`config.mk`:
```
export PLATFORM = sky130hd
export DESIGN_NAME = sdinit_seq
export DESIGN_NICKNAME = d
export VERILOG_FILES = /design/src/rtl/sdinit_pkg.sv /design/src/rtl/sdinit_dpath.sv /design/src/rtl/sdinit_ctrl.sv /design/src/rtl/sdinit_seq.sv
export SDC_FILE = /design/constraint.sdc
export NUM_CORES = 1
export LEC_CHECK = 0
export BUFFER_PORTS_ARGS = -buffer_cell sky130_fd_sc_hd__buf_4
export CORE_UTILIZATION = 45
export CTS_CLUSTER_SIZE = 40
export DETAILED_ROUTE_END_ITERATION = 16
export PLACE_DENSITY_LB_ADDON = 0.08
export SETUP_SLACK_MARGIN = 0.5
export SKIP_CTS_REPAIR_TIMING = 1
export SYNTH_ARGS = -nofsm -noshare
export SYNTH_HDL_FRONTEND = slang
export SYNTH_SLANG_ARGS = --single-unit
```
`constraint.sdc`:
```
create_clock -name clk -period 3.2 [get_ports clk]
set_input_delay 0.16 -clock clk [delete_from_list [all_inputs] [get_ports clk]]
set_output_delay 0.16 -clock clk [all_outputs]
set_load 0.03 [all_outputs]
```
`src/rtl/sdinit_pkg.sv`:
```
package sdinit_pkg;

  typedef enum logic [1:0] {
    CARD_UNKNOWN = 2'd0,
    CARD_V1      = 2'd1,
    CARD_V2SC    = 2'd2,
    CARD_V2HC    = 2'd3
  } card_t;

  typedef enum logic [1:0] {
    ERR_NONE     = 2'd0,
    ERR_NODEV    = 2'd1,
    ERR_UNUSABLE = 2'd2,
    ERR_TIMEOUT  = 2'd3
  } err_t;

  typedef enum logic [2:0] {
    STEP_RST  = 3'd0,
    STEP_IFC  = 3'd1,
    STEP_OCR  = 3'd2,
    STEP_OPC  = 3'd3,
    STEP_CAP  = 3'd4,
    STEP_BLEN = 3'd5
  } step_t;

  // strobes from the control FSM to the datapath
  typedef struct packed {
    logic  clrAll;
    logic  fillInc;
    logic  tryInc;
    logic  timerRun;
    logic  setV2;
    logic  typeLoad;
    card_t typeVal;
    logic  errLoad;
    err_t  errVal;
    logic  fastLoad;
  } ctrl_strobe_t;

  localparam logic [5:0]  IDX_RESET   = 6'd0;
  localparam logic [5:0]  IDX_IFCOND  = 6'd8;
  localparam logic [5:0]  IDX_BLKLEN  = 6'd16;
  localparam logic [5:0]  IDX_OPCOND  = 6'd41;
  localparam logic [5:0]  IDX_READOCR = 6'd58;
  localparam logic [11:0] IFC_PATTERN = 12'h1AA;
  localparam int          OCR_VOLT_BIT = 20;
  localparam int          OCR_CAP_BIT  = 30;
  localparam int          FAST_CAP_HZ  = 25_000_000;

endpackage

```
`src/rtl/sdinit_dpath.sv`:
```
module sdinit_dpath
  import sdinit_pkg::*;
#(
  parameter int WAKE_BYTES  = 10,
  parameter int RESET_TRIES = 5,
  parameter int ACMD_LIMIT  = 100000,
  parameter int BLOCK_LEN   = 512,
  parameter int SRC_HZ      = 100_000_000,
  parameter int INIT_HZ     = 400_000,
  parameter int XFER_HZ     = 50_000_000,
  parameter int DIV_W       = 8
) (
  input  logic             clk,
  input  logic             rstN,
  input  ctrl_strobe_t     strb,
  input  step_t            step,
  input  logic [31:0]      rspTail,
  output logic             fillLast,
  output logic             tryLast,
  output logic             timerExpired,
  output logic             isV2,
  output logic             echoOk,
  output logic             voltOk,
  output logic             ccsSet,
  output logic [5:0]       reqIndex,
  output logic [31:0]      reqArg,
  output logic             reqApp,
  output logic             fastClk,
  output logic [DIV_W-1:0] sckDiv,
  output logic [1:0]       cardType,
  output logic [1:0]       errCode
);

  localparam int FILL_W   = $clog2(WAKE_BYTES + 1);
  localparam int TRY_W    = $clog2(RESET_TRIES + 1);
  localparam int TMR_W    = $clog2(ACMD_LIMIT + 1);
  localparam int CAP_HZ   = (XFER_HZ > FAST_CAP_HZ) ? FAST_CAP_HZ : XFER_HZ;
  localparam int SLOW_DIV = (SRC_HZ + INIT_HZ - 1) / INIT_HZ;
  localparam int FAST_DIV = (SRC_HZ + CAP_HZ - 1) / CAP_HZ;

  logic [FILL_W-1:0] fillCnt;
  logic [TRY_W-1:0]  tryCnt;
  logic [TMR_W-1:0]  timer;
  logic              v2Q;
  card_t             typeQ;
  err_t              errQ;
  logic              fastQ;

  always_ff @(posedge clk or negedge rstN) begin
    if (!rstN) begin
      fillCnt <= '0;
      tryCnt  <= '0;
      timer   <= '0;
      v2Q     <= 1'b0;
      typeQ   <= CARD_UNKNOWN;
      errQ    <= ERR_NONE;
      fastQ   <= 1'b0;
    end else if (strb.clrAll) begin
      fillCnt <= '0;
      tryCnt  <= '0;
      timer   <= '0;
      v2Q     <= 1'b0;
      typeQ   <= CARD_UNKNOWN;
      errQ    <= ERR_NONE;
      fastQ   <= 1'b0;
    end else begin
      if (strb.fillInc) fillCnt <= fillCnt + 1'b1;
      if (strb.tryInc)  tryCnt  <= tryCnt + 1'b1;
      if (strb.timerRun && !timerExpired) timer <= timer + 1'b1;
      if (strb.setV2)    v2Q   <= 1'b1;
      if (strb.typeLoad) typeQ <= strb.typeVal;
      if (strb.errLoad)  errQ  <= strb.errVal;
      if (strb.fastLoad) fastQ <= 1'b1;
    end
  end

  assign fillLast     = (fillCnt == FILL_W'(WAKE_BYTES - 1));
  assign tryLast      = (tryCnt == TRY_W'(RESET_TRIES - 1));
  assign timerExpired = (timer == TMR_W'(ACMD_LIMIT));
  assign isV2         = v2Q;

  // response field decode
  assign echoOk = (rspTail[11:0] == IFC_PATTERN);
  assign voltOk = rspTail[OCR_VOLT_BIT];
  assign ccsSet = rspTail[OCR_CAP_BIT];

  // command selection per step
  always_comb begin
    reqIndex = IDX_RESET;
    reqArg   = '0;
    reqApp   = 1'b0;
    unique case (step)
      STEP_RST:  reqIndex = IDX_RESET;
      STEP_IFC: begin
        reqIndex = IDX_IFCOND;
        reqArg   = {20'd0, IFC_PATTERN};
      end
      STEP_OCR, STEP_CAP: reqIndex = IDX_READOCR;
      STEP_OPC: begin
        reqIndex = IDX_OPCOND;
        reqApp   = 1'b1;
        reqArg   = v2Q ? (32'd1 << OCR_CAP_BIT) : 32'd0;
      end
      STEP_BLEN: begin
        reqIndex = IDX_BLKLEN;
        reqArg   = 32'(BLOCK_LEN);
      end
      default: reqIndex = IDX_RESET;
    endcase
  end

  assign fastClk  = fastQ;
  assign sckDiv   = fastQ ? DIV_W'(FAST_DIV) : DIV_W'(SLOW_DIV);
  assign cardType = typeQ;
  assign errCode  = errQ;

endmodule

```
`src/rtl/sdinit_ctrl.sv`:
```
module sdinit_ctrl
  import sdinit_pkg::*;
(
  input  logic         clk,
  input  logic         rstN,
  input  logic         start,
  input  logic         rspValid,
  input  logic         rspNone,
  input  logic [7:0]   rspR1,
  input  logic         fillLast,
  input  logic         tryLast,
  input  logic         timerExpired,
  input  logic         isV2,
  input  logic         echoOk,
  input  logic         voltOk,
  input  logic         ccsSet,
  output ctrl_strobe_t strb,
  output step_t        step,
  output logic         reqValid,
  output logic         reqFill,
  output logic         done,
  output logic         failed
);

  typedef enum logic [2:0] {
    S_IDLE, S_FILL_REQ, S_FILL_WAIT, S_CMD_REQ, S_CMD_WAIT
  } state_t;

  state_t stateQ, stateD;
  step_t  stepQ, stepD;
  logic   doneQ, doneD, failQ, failD;
  logic   failNow;
  err_t   failCode;

  always_ff @(posedge clk or negedge rstN) begin
    if (!rstN) begin
      stateQ <= S_IDLE;
      stepQ  <= STEP_RST;
      doneQ  <= 1'b0;
      failQ  <= 1'b0;
    end else begin
      stateQ <= stateD;
      stepQ  <= stepD;
      doneQ  <= doneD;
      failQ  <= failD;
    end
  end

  always_comb begin
    stateD   = stateQ;
    stepD    = stepQ;
    doneD    = doneQ;
    failD    = failQ;
    strb     = '0;
    failNow  = 1'b0;
    failCode = ERR_NONE;
    strb.timerRun = (stepQ == STEP_OPC) &&
                    (stateQ == S_CMD_REQ || stateQ == S_CMD_WAIT);

    unique case (stateQ)
      S_IDLE: begin
        if (start) begin
          strb.clrAll = 1'b1;
          doneD  = 1'b0;
          failD  = 1'b0;
          stepD  = STEP_RST;
          stateD = S_FILL_REQ;
        end
      end
      S_FILL_REQ: stateD = S_FILL_WAIT;
      S_FILL_WAIT: begin
        if (rspValid) begin
          if (fillLast) begin
            stateD = S_CMD_REQ;
          end else begin
            strb.fillInc = 1'b1;
            stateD = S_FILL_REQ;
          end
        end
      end
      S_CMD_REQ: stateD = S_CMD_WAIT;
      S_CMD_WAIT: begin
        if (rspValid) begin
          stateD = S_CMD_REQ;
          if (stepQ == STEP_RST) begin
            if (!rspNone && rspR1 == 8'h01) begin
              stepD = STEP_IFC;
            end else if (tryLast) begin
              failNow = 1'b1; failCode = ERR_NODEV;
            end else begin
              strb.tryInc = 1'b1;
            end
          end else if (rspNone) begin
            failNow = 1'b1; failCode = ERR_NODEV;
          end else begin
            unique case (stepQ)
              STEP_IFC: begin
                if (rspR1[2]) begin
                  stepD = STEP_OCR;
                end else if (!echoOk) begin
                  failNow = 1'b1; failCode = ERR_UNUSABLE;
                end else begin
                  strb.setV2 = 1'b1;
                  stepD = STEP_OCR;
                end
              end
              STEP_OCR: begin
                if (!voltOk) begin
                  failNow = 1'b1; failCode = ERR_UNUSABLE;
                end else begin
                  stepD = STEP_OPC;
                end
              end
              STEP_OPC: begin
                if (rspR1[0]) begin
                  if (timerExpired) begin
                    failNow = 1'b1; failCode = ERR_TIMEOUT;
                  end
                end else if (rspR1 != 8'h00) begin
                  failNow = 1'b1; failCode = ERR_UNUSABLE;
                end else if (isV2) begin
                  stepD = STEP_CAP;
                end else begin
                  strb.typeLoad = 1'b1;
                  strb.typeVal  = CARD_V1;
                  stepD = STEP_BLEN;
                end
              end
              STEP_CAP: begin
                strb.typeLoad = 1'b1;
                strb.typeVal  = ccsSet ? CARD_V2HC : CARD_V2SC;
                stepD = STEP_BLEN;
              end
              STEP_BLEN: begin
                if (rspR1 != 8'h00) begin
                  failNow = 1'b1; failCode = ERR_UNUSABLE;
                end else begin
                  strb.fastLoad = 1'b1;
                  doneD  = 1'b1;
                  stateD = S_IDLE;
                end
              end
              default: stateD = S_IDLE;
            endcase
          end
        end
      end
      default: stateD = S_IDLE;
    endcase

    if (failNow) begin
      strb.errLoad  = 1'b1;
      strb.errVal   = failCode;
      strb.typeLoad = 1'b1;
      strb.typeVal  = CARD_UNKNOWN;
      failD  = 1'b1;
      stateD = S_IDLE;
    end
  end

  assign step     = stepQ;
  assign reqValid = (stateQ == S_FILL_REQ) || (stateQ == S_CMD_REQ);
  assign reqFill  = (stateQ == S_FILL_REQ);
  assign done     = doneQ;
  assign failed   = failQ;

endmodule

```
`src/rtl/sdinit_seq.sv`:
```
module sdinit_seq
  import sdinit_pkg::*;
#(
  parameter int WAKE_BYTES  = 10,
  parameter int RESET_TRIES = 5,
  parameter int ACMD_LIMIT  = 100000,
  parameter int BLOCK_LEN   = 512,
  parameter int SRC_HZ      = 100_000_000,
  parameter int INIT_HZ     = 400_000,
  parameter int XFER_HZ     = 50_000_000,
  parameter int DIV_W       = 8
) (
  input  logic             clk,
  input  logic             rstN,
  input  logic             start,
  output logic             reqValid,
  output logic             reqFill,
  output logic [5:0]       reqIndex,
  output logic [31:0]      reqArg,
  output logic             reqApp,
  input  logic             rspValid,
  input  logic             rspNone,
  input  logic [7:0]       rspR1,
  input  logic [31:0]      rspTail,
  output logic             fastClk,
  output logic [DIV_W-1:0] sckDiv,
  output logic             done,
  output logic             failed,
  output logic [1:0]       errCode,
  output logic [1:0]       cardType
);

  ctrl_strobe_t strb;
  step_t        step;
  logic fillLast, tryLast, timerExpired, isV2, echoOk, voltOk, ccsSet;

  sdinit_ctrl u_ctrl (
    .clk(clk), .rstN(rstN), .start(start),
    .rspValid(rspValid), .rspNone(rspNone), .rspR1(rspR1),
    .fillLast(fillLast), .tryLast(tryLast), .timerExpired(timerExpired),
    .isV2(isV2), .echoOk(echoOk), .voltOk(voltOk), .ccsSet(ccsSet),
    .strb(strb), .step(step), .reqValid(reqValid), .reqFill(reqFill),
    .done(done), .failed(failed)
  );

  sdinit_dpath #(
    .WAKE_BYTES(WAKE_BYTES), .RESET_TRIES(RESET_TRIES), .ACMD_LIMIT(ACMD_LIMIT),
    .BLOCK_LEN(BLOCK_LEN), .SRC_HZ(SRC_HZ), .INIT_HZ(INIT_HZ),
    .XFER_HZ(XFER_HZ), .DIV_W(DIV_W)
  ) u_dpath (
    .clk(clk), .rstN(rstN), .strb(strb), .step(step), .rspTail(rspTail),
    .fillLast(fillLast), .tryLast(tryLast), .timerExpired(timerExpired),
    .isV2(isV2), .echoOk(echoOk), .voltOk(voltOk), .ccsSet(ccsSet),
    .reqIndex(reqIndex), .reqArg(reqArg), .reqApp(reqApp),
    .fastClk(fastClk), .sckDiv(sckDiv), .cardType(cardType), .errCode(errCode)
  );

endmodule

```
==> impl_results.html <==
<table>
<tr><th>Metric</th><th>Value</th></tr>
<tr><th colspan="2">Outcome</th></tr>
<tr><td>Result of the run</td><td>finished, final reports clean</td></tr>
<tr><th colspan="2">Logic synthesis</th></tr>
<tr><td>Warnings from Yosys</td><td>0</td></tr>
<tr><td>Count of distinct cell types in the synthesized netlist</td><td>58</td></tr>
<tr><td>Synthesis-stage register bit count</td><td>38</td></tr>
<tr><td>Cell type with the largest total area after synthesis</td><td>dfrtp_1</td></tr>
<tr><td>Share of synthesized area occupied by flip-flops and latches</td><td>0.356</td></tr>
<tr><td>Proportion of register bits with asynchronous set or reset after synthesis</td><td>1.00</td></tr>
<tr><td>Cell area after synthesis</td><td>2670 µm²</td></tr>
<tr><td>Number of cells produced by synthesis</td><td>a little over 300</td></tr>
<tr><td>Post-synth EDFFs</td><td>0</td></tr>
<tr><td>Synth Flop Type</td><td>dfrtp_1</td></tr>
<tr><td>Average instance area after synthesis</td><td>between 8 and 9 µm²</td></tr>
<tr><td>Largest cells by area after synthesis</td><td>dfrtp_1 36%, buf_4 11%, nor2_1 3.9%</td></tr>
<tr><td>Area share of the largest cell type after synthesis</td><td>0.356</td></tr>
<tr><th colspan="2">Place</th></tr>
<tr><td>Placed Cells incl. Taps</td><td>between 400 and 500</td></tr>
<tr><td>Worst slack after detailed placement</td><td>between 0.5 and 0.6 ns</td></tr>
<tr><td>Final weighted congestion in routability-driven placement</td><td>between 0.8 and 0.9</td></tr>
<tr><td>Final HPWL DP</td><td>between 4 and 5 mm</td></tr>
<tr><td>Placed Instance Area</td><td>approximately 3000 µm²</td></tr>
<tr><td>Number of I/O port buffers</td><td>55</td></tr>
<tr><th colspan="2">Setup path</th></tr>
<tr><td>Data arrival, critical path</td><td>~2.8 ns</td></tr>
<tr><td>R2R Path End</td><td>u_dpath.errCode[1]</td></tr>
<tr><td>Critical path class</td><td>reg2reg</td></tr>
<tr><td>Maximum fanout along the worst path</td><td>6</td></tr>
<tr><td>Startpoint Class</td><td>flip-flop</td></tr>
<tr><td>Crit path top cell by count</td><td>buf_4</td></tr>
<tr><td>Cells traversed along the worst timing path</td><td>inv_1 -&gt; ha_1 -&gt; or4b_2 -&gt; nor4_4 -&gt; buf_4 -&gt; o311ai_4 -&gt; a211oi_4 -&gt; buf_4 -&gt; o21bai_1</td></tr>
<tr><td>Delay of the slowest cell on the worst path</td><td>0.64 ns</td></tr>
<tr><td>CP Buf/Inv Count</td><td>3</td></tr>
<tr><td>Critical Path RT</td><td>3.38 ns</td></tr>
<tr><td>Slowest-stage cell, CP</td><td>or4b_2</td></tr>
<tr><td>Start of the worst register-to-register path</td><td>u_dpath.timer[0]</td></tr>
<tr><td>Depth of the most critical reg-to-reg path</td><td>9</td></tr>
<tr><td>Gate family responsible for the most delay along the worst path</td><td>simple AND/OR/NAND/NOR gates</td></tr>
<tr><td>Worst R2R Setup Slack</td><td>0.58 ns</td></tr>
<tr><td>CP Capture Type</td><td>flip-flop</td></tr>
<tr><th colspan="2">Timing</th></tr>
<tr><td>Number of endpoints failing setup at the final stage</td><td>0</td></tr>
<tr><td>Final Max Slew Viols</td><td>0</td></tr>
<tr><td>Number of failing hold endpoints at the final stage</td><td>0</td></tr>
<tr><td>Max Clock Skew</td><td>0.00789 ns</td></tr>
<tr><td>Setup WS post-layout</td><td>around 0.58 ns</td></tr>
<tr><td>Final cycle utilization of the critical path</td><td>0.820</td></tr>
<tr><td>Period minus WS final</td><td>2.62 ns</td></tr>
<tr><td>Setup repair after global routing missed its margin</td><td>false</td></tr>
<tr><td>Tightest slew margin relative to the limit</td><td>0.561</td></tr>
<tr><td>Fmax</td><td>roughly 380 MHz</td></tr>
<tr><td>Worst-margin pin slew</td><td>approximately 0.65 ns</td></tr>
<tr><td>Setup TNS</td><td>0 ns</td></tr>
<tr><th colspan="2">Die</th></tr>
<tr><td>Number of top-level design ports</td><td>between 100 and 150</td></tr>
<tr><td>Starting density of the core</td><td>0.476</td></tr>
<tr><td>Die Outline Area</td><td>around 6200 µm²</td></tr>
<tr><td>Core area</td><td>between 5000 and 6000 µm²</td></tr>
<tr><td>Die Span X</td><td>79.0 µm</td></tr>
<tr><td>Number of standard-cell rows in the floorplan</td><td>27</td></tr>
<tr><td>Chip height</td><td>around 79 µm</td></tr>
<tr><th colspan="2">Min path</th></tr>
<tr><td>Worst Hold Launch</td><td>rspValid</td></tr>
<tr><td>Cells on Worst Hold Path</td><td>2</td></tr>
<tr><td>Worst hold endpoint</td><td>u_ctrl.stateQ[2]</td></tr>
<tr><td>Path category of the worst min-delay check</td><td>in2reg</td></tr>
<tr><th colspan="2">Drt</th></tr>
<tr><td>DRC Markers</td><td>0</td></tr>
<tr><td>Count of routing violations after the opening detailed-route iteration</td><td>approximately 130</td></tr>
<tr><td>WL per Instance</td><td>14.4 µm</td></tr>
<tr><td>Detailed-route via count</td><td>~2,300</td></tr>
<tr><td>Routed WL</td><td>between 6 and 7 mm</td></tr>
<tr><td>Number of detailed-route iterations in the first pass</td><td>4</td></tr>
<tr><td>Antenna violation net count after detailed routing</td><td>0</td></tr>
<tr><td>DR vias/cell</td><td>roughly 5.4</td></tr>
<tr><th colspan="2">Global routing</th></tr>
<tr><td>Total global routing track utilization</td><td>0.213</td></tr>
<tr><td>Gr ovfl total</td><td>0</td></tr>
<tr><td>Vias in the first global route</td><td>roughly 2,100</td></tr>
<tr><td>Wire length of the first global-routing pass</td><td>10.4 mm</td></tr>
<tr><td>Initial antenna violation count</td><td>0</td></tr>
<tr><td>Pin count of the biggest net entering global routing</td><td>39</td></tr>
<tr><th colspan="2">Clocking</th></tr>
<tr><td>Clock buffers created by TritonCTS</td><td>5</td></tr>
<tr><td>Clock latency at the later pin of the worst-skew pair</td><td>0.30 ns</td></tr>
<tr><td>TritonCTS sink count</td><td>38</td></tr>
<tr><td>Root buffer cell</td><td>clkbuf_8</td></tr>
<tr><td>TritonCTS clock tree</td><td>yes</td></tr>
<tr><td>Maximum buffer depth of the clock tree</td><td>2</td></tr>
<tr><td>H-tree levels</td><td>2</td></tr>
<tr><td>Clock-pin slew on the worst setup and hold paths</td><td>~0.080 ns</td></tr>
<tr><th colspan="2">Flow run</th></tr>
<tr><td>Number of maximum-capacitance violations</td><td>0</td></tr>
<tr><th colspan="2">Power</th></tr>
<tr><td>Maximum ir drop on the vdd rail</td><td>about 270 µV</td></tr>
<tr><td>PwrDens</td><td>about 440 nW/µm²</td></tr>
<tr><td>Leakage power of the design</td><td>about 1.5 nW</td></tr>
<tr><th colspan="2">Layout</th></tr>
<tr><td>Most frequent standard cell in the layout excluding fill and tap cells</td><td>buf_4</td></tr>
<tr><td>Fraction of final layout cells with drive strength greater than 1</td><td>0.249</td></tr>
<tr><td>Area Overhead vs Synth</td><td>19.2%</td></tr>
<tr><td>Area of all placed cells without fillers</td><td>about 3200 µm²</td></tr>
<tr><td>Cell Count, Final, Fillers Out</td><td>429</td></tr>
<tr><td>Ant diodes</td><td>0</td></tr>
<tr><td>Final layout net count</td><td>between 400 and 500</td></tr>
<tr><td>Top library cells by usage in the layout, fill and taps aside</td><td>65 x buf_4, 38 x dfrtp_1, 28 x nor2_1</td></tr>
<tr><td>Filler cell count in the final layout</td><td>roughly 540</td></tr>
</table>
[worst max path at each step]
stage | startpoint | end | cells after the start
2_1_floorplan | u_dpath.timer[0] | u_dpath.errCode[0] | 8
3_3_place_gp | u_dpath.timer[0] | u_dpath.errCode[0] | 8
6_report | u_dpath.timer[0] | u_dpath.errCode[1] | 9
5_1_grt | u_dpath.timer[0] | u_dpath.errCode[1] | 9
4_1_cts | u_dpath.timer[0] | u_dpath.errCode[0] | 8
3_5_place_dp | u_dpath.timer[0] | u_dpath.errCode[0] | 8
[routing by layer]
metal,part of all wire,GRT usage,vias up,wire length (µm)
met3,0.051,0.0494,6,314
met4,0.011,0.0600,0,70
met5,0,0,-,0
li1,-,-,1135,-
met1,0.47,0.300,1109,2900
met2,0.47,0.325,68,2890
[report_power, final]
| part | internal, W | total (W) | leakage (nW) | switching (W) |
|---|---|---|---|---|
| clock network | 0.000249 | 0.000419 | 0.0573 | 0.000170 |
| registers | 0.000509 | 0.000563 | 0.527 | 0.0000538 |
| logic | 0.000151 | 0.000415 | 0.883 | 0.000264 |
| total | 0.000909 | 0.00140 | 1.47 | 0.000488 |
[kinds of logic after synthesis]
| logic type | after synthesis | share of synthesized area |
|---|---|---|
| and+or+nand+nor | 119 | 0.254 |
| buffers and inverters | 62 | 0.145 |
| AOI/OAI and AO/OA | 61 | 0.160 |
| DFF | 38 | 0.356 |
| xor gates and xnor gates | 12 | 0.0394 |
| adders and majority gates | 6 | 0.0281 |
| muxes | 4 | 0.0155 |
| other | 1 | 0.00141 |
[cell usage after synthesis, types with 2 or more instances]
cell type,number
nand4_1,5
mux2i_1,3
or3_1,6
nor4b_1,3
or4_1,3
o22ai_1,3
nor4bb_1,2
o31ai_1,4
o21ai_0,9
and2_1,3
nand2b_1,3
o21a_1,3
a21o_1,2
nor3_1,12
ha_1,6
inv_1,15
or4b_2,5
a21oi_1,18
and4_1,3
a31oi_1,3
a31o_2,2
xnor2_1,9
o41ai_1,2
xor2_1,3
or2_2,2
nand3b_1,6
nor4_1,6
nand3_1,8
clkbuf_1,7
nor2_1,28
dfrtp_1,38
nand2_1,17
buf_4,39
[layout make-up]
class	count	area, µm²	area share
multi-input combinational	229	1450	0.456
sequential	38	951	0.299
timing repair buffer	68	520	0.164
tap	72	90.1	0.0283
clock buffer	6	82.6	0.0260
inverter	15	56.3	0.0177
clock inverter	1	30.0	0.00944
[stage by stage]
stage	hold slack [ns]	power (W)	util
after floorplan	-0.136	0.000882	-
after global placement	0.165	0.000984	0.535
after detailed placement	0.164	0.000987	0.535
after CTS	-0.164	0.00141	0.555
after global routing	0.109	0.00148	0.567
final	0.108	0.00140	0.567
[registers in the layout, summed over array words and instances (netlist names)]
name / cells
u_dpath.timer: 17
u_dpath.fillCnt: 4
u_ctrl.stateQ: 3
u_ctrl.step: 3
u_dpath.tryCnt: 3
u_dpath.cardType: 2
u_dpath.errCode: 2
u_ctrl.done: 1
u_ctrl.failed: 1
u_dpath.fastClk: 1
u_dpath.isV2: 1
No activity file was read; power rests on OpenSTA's default activity.
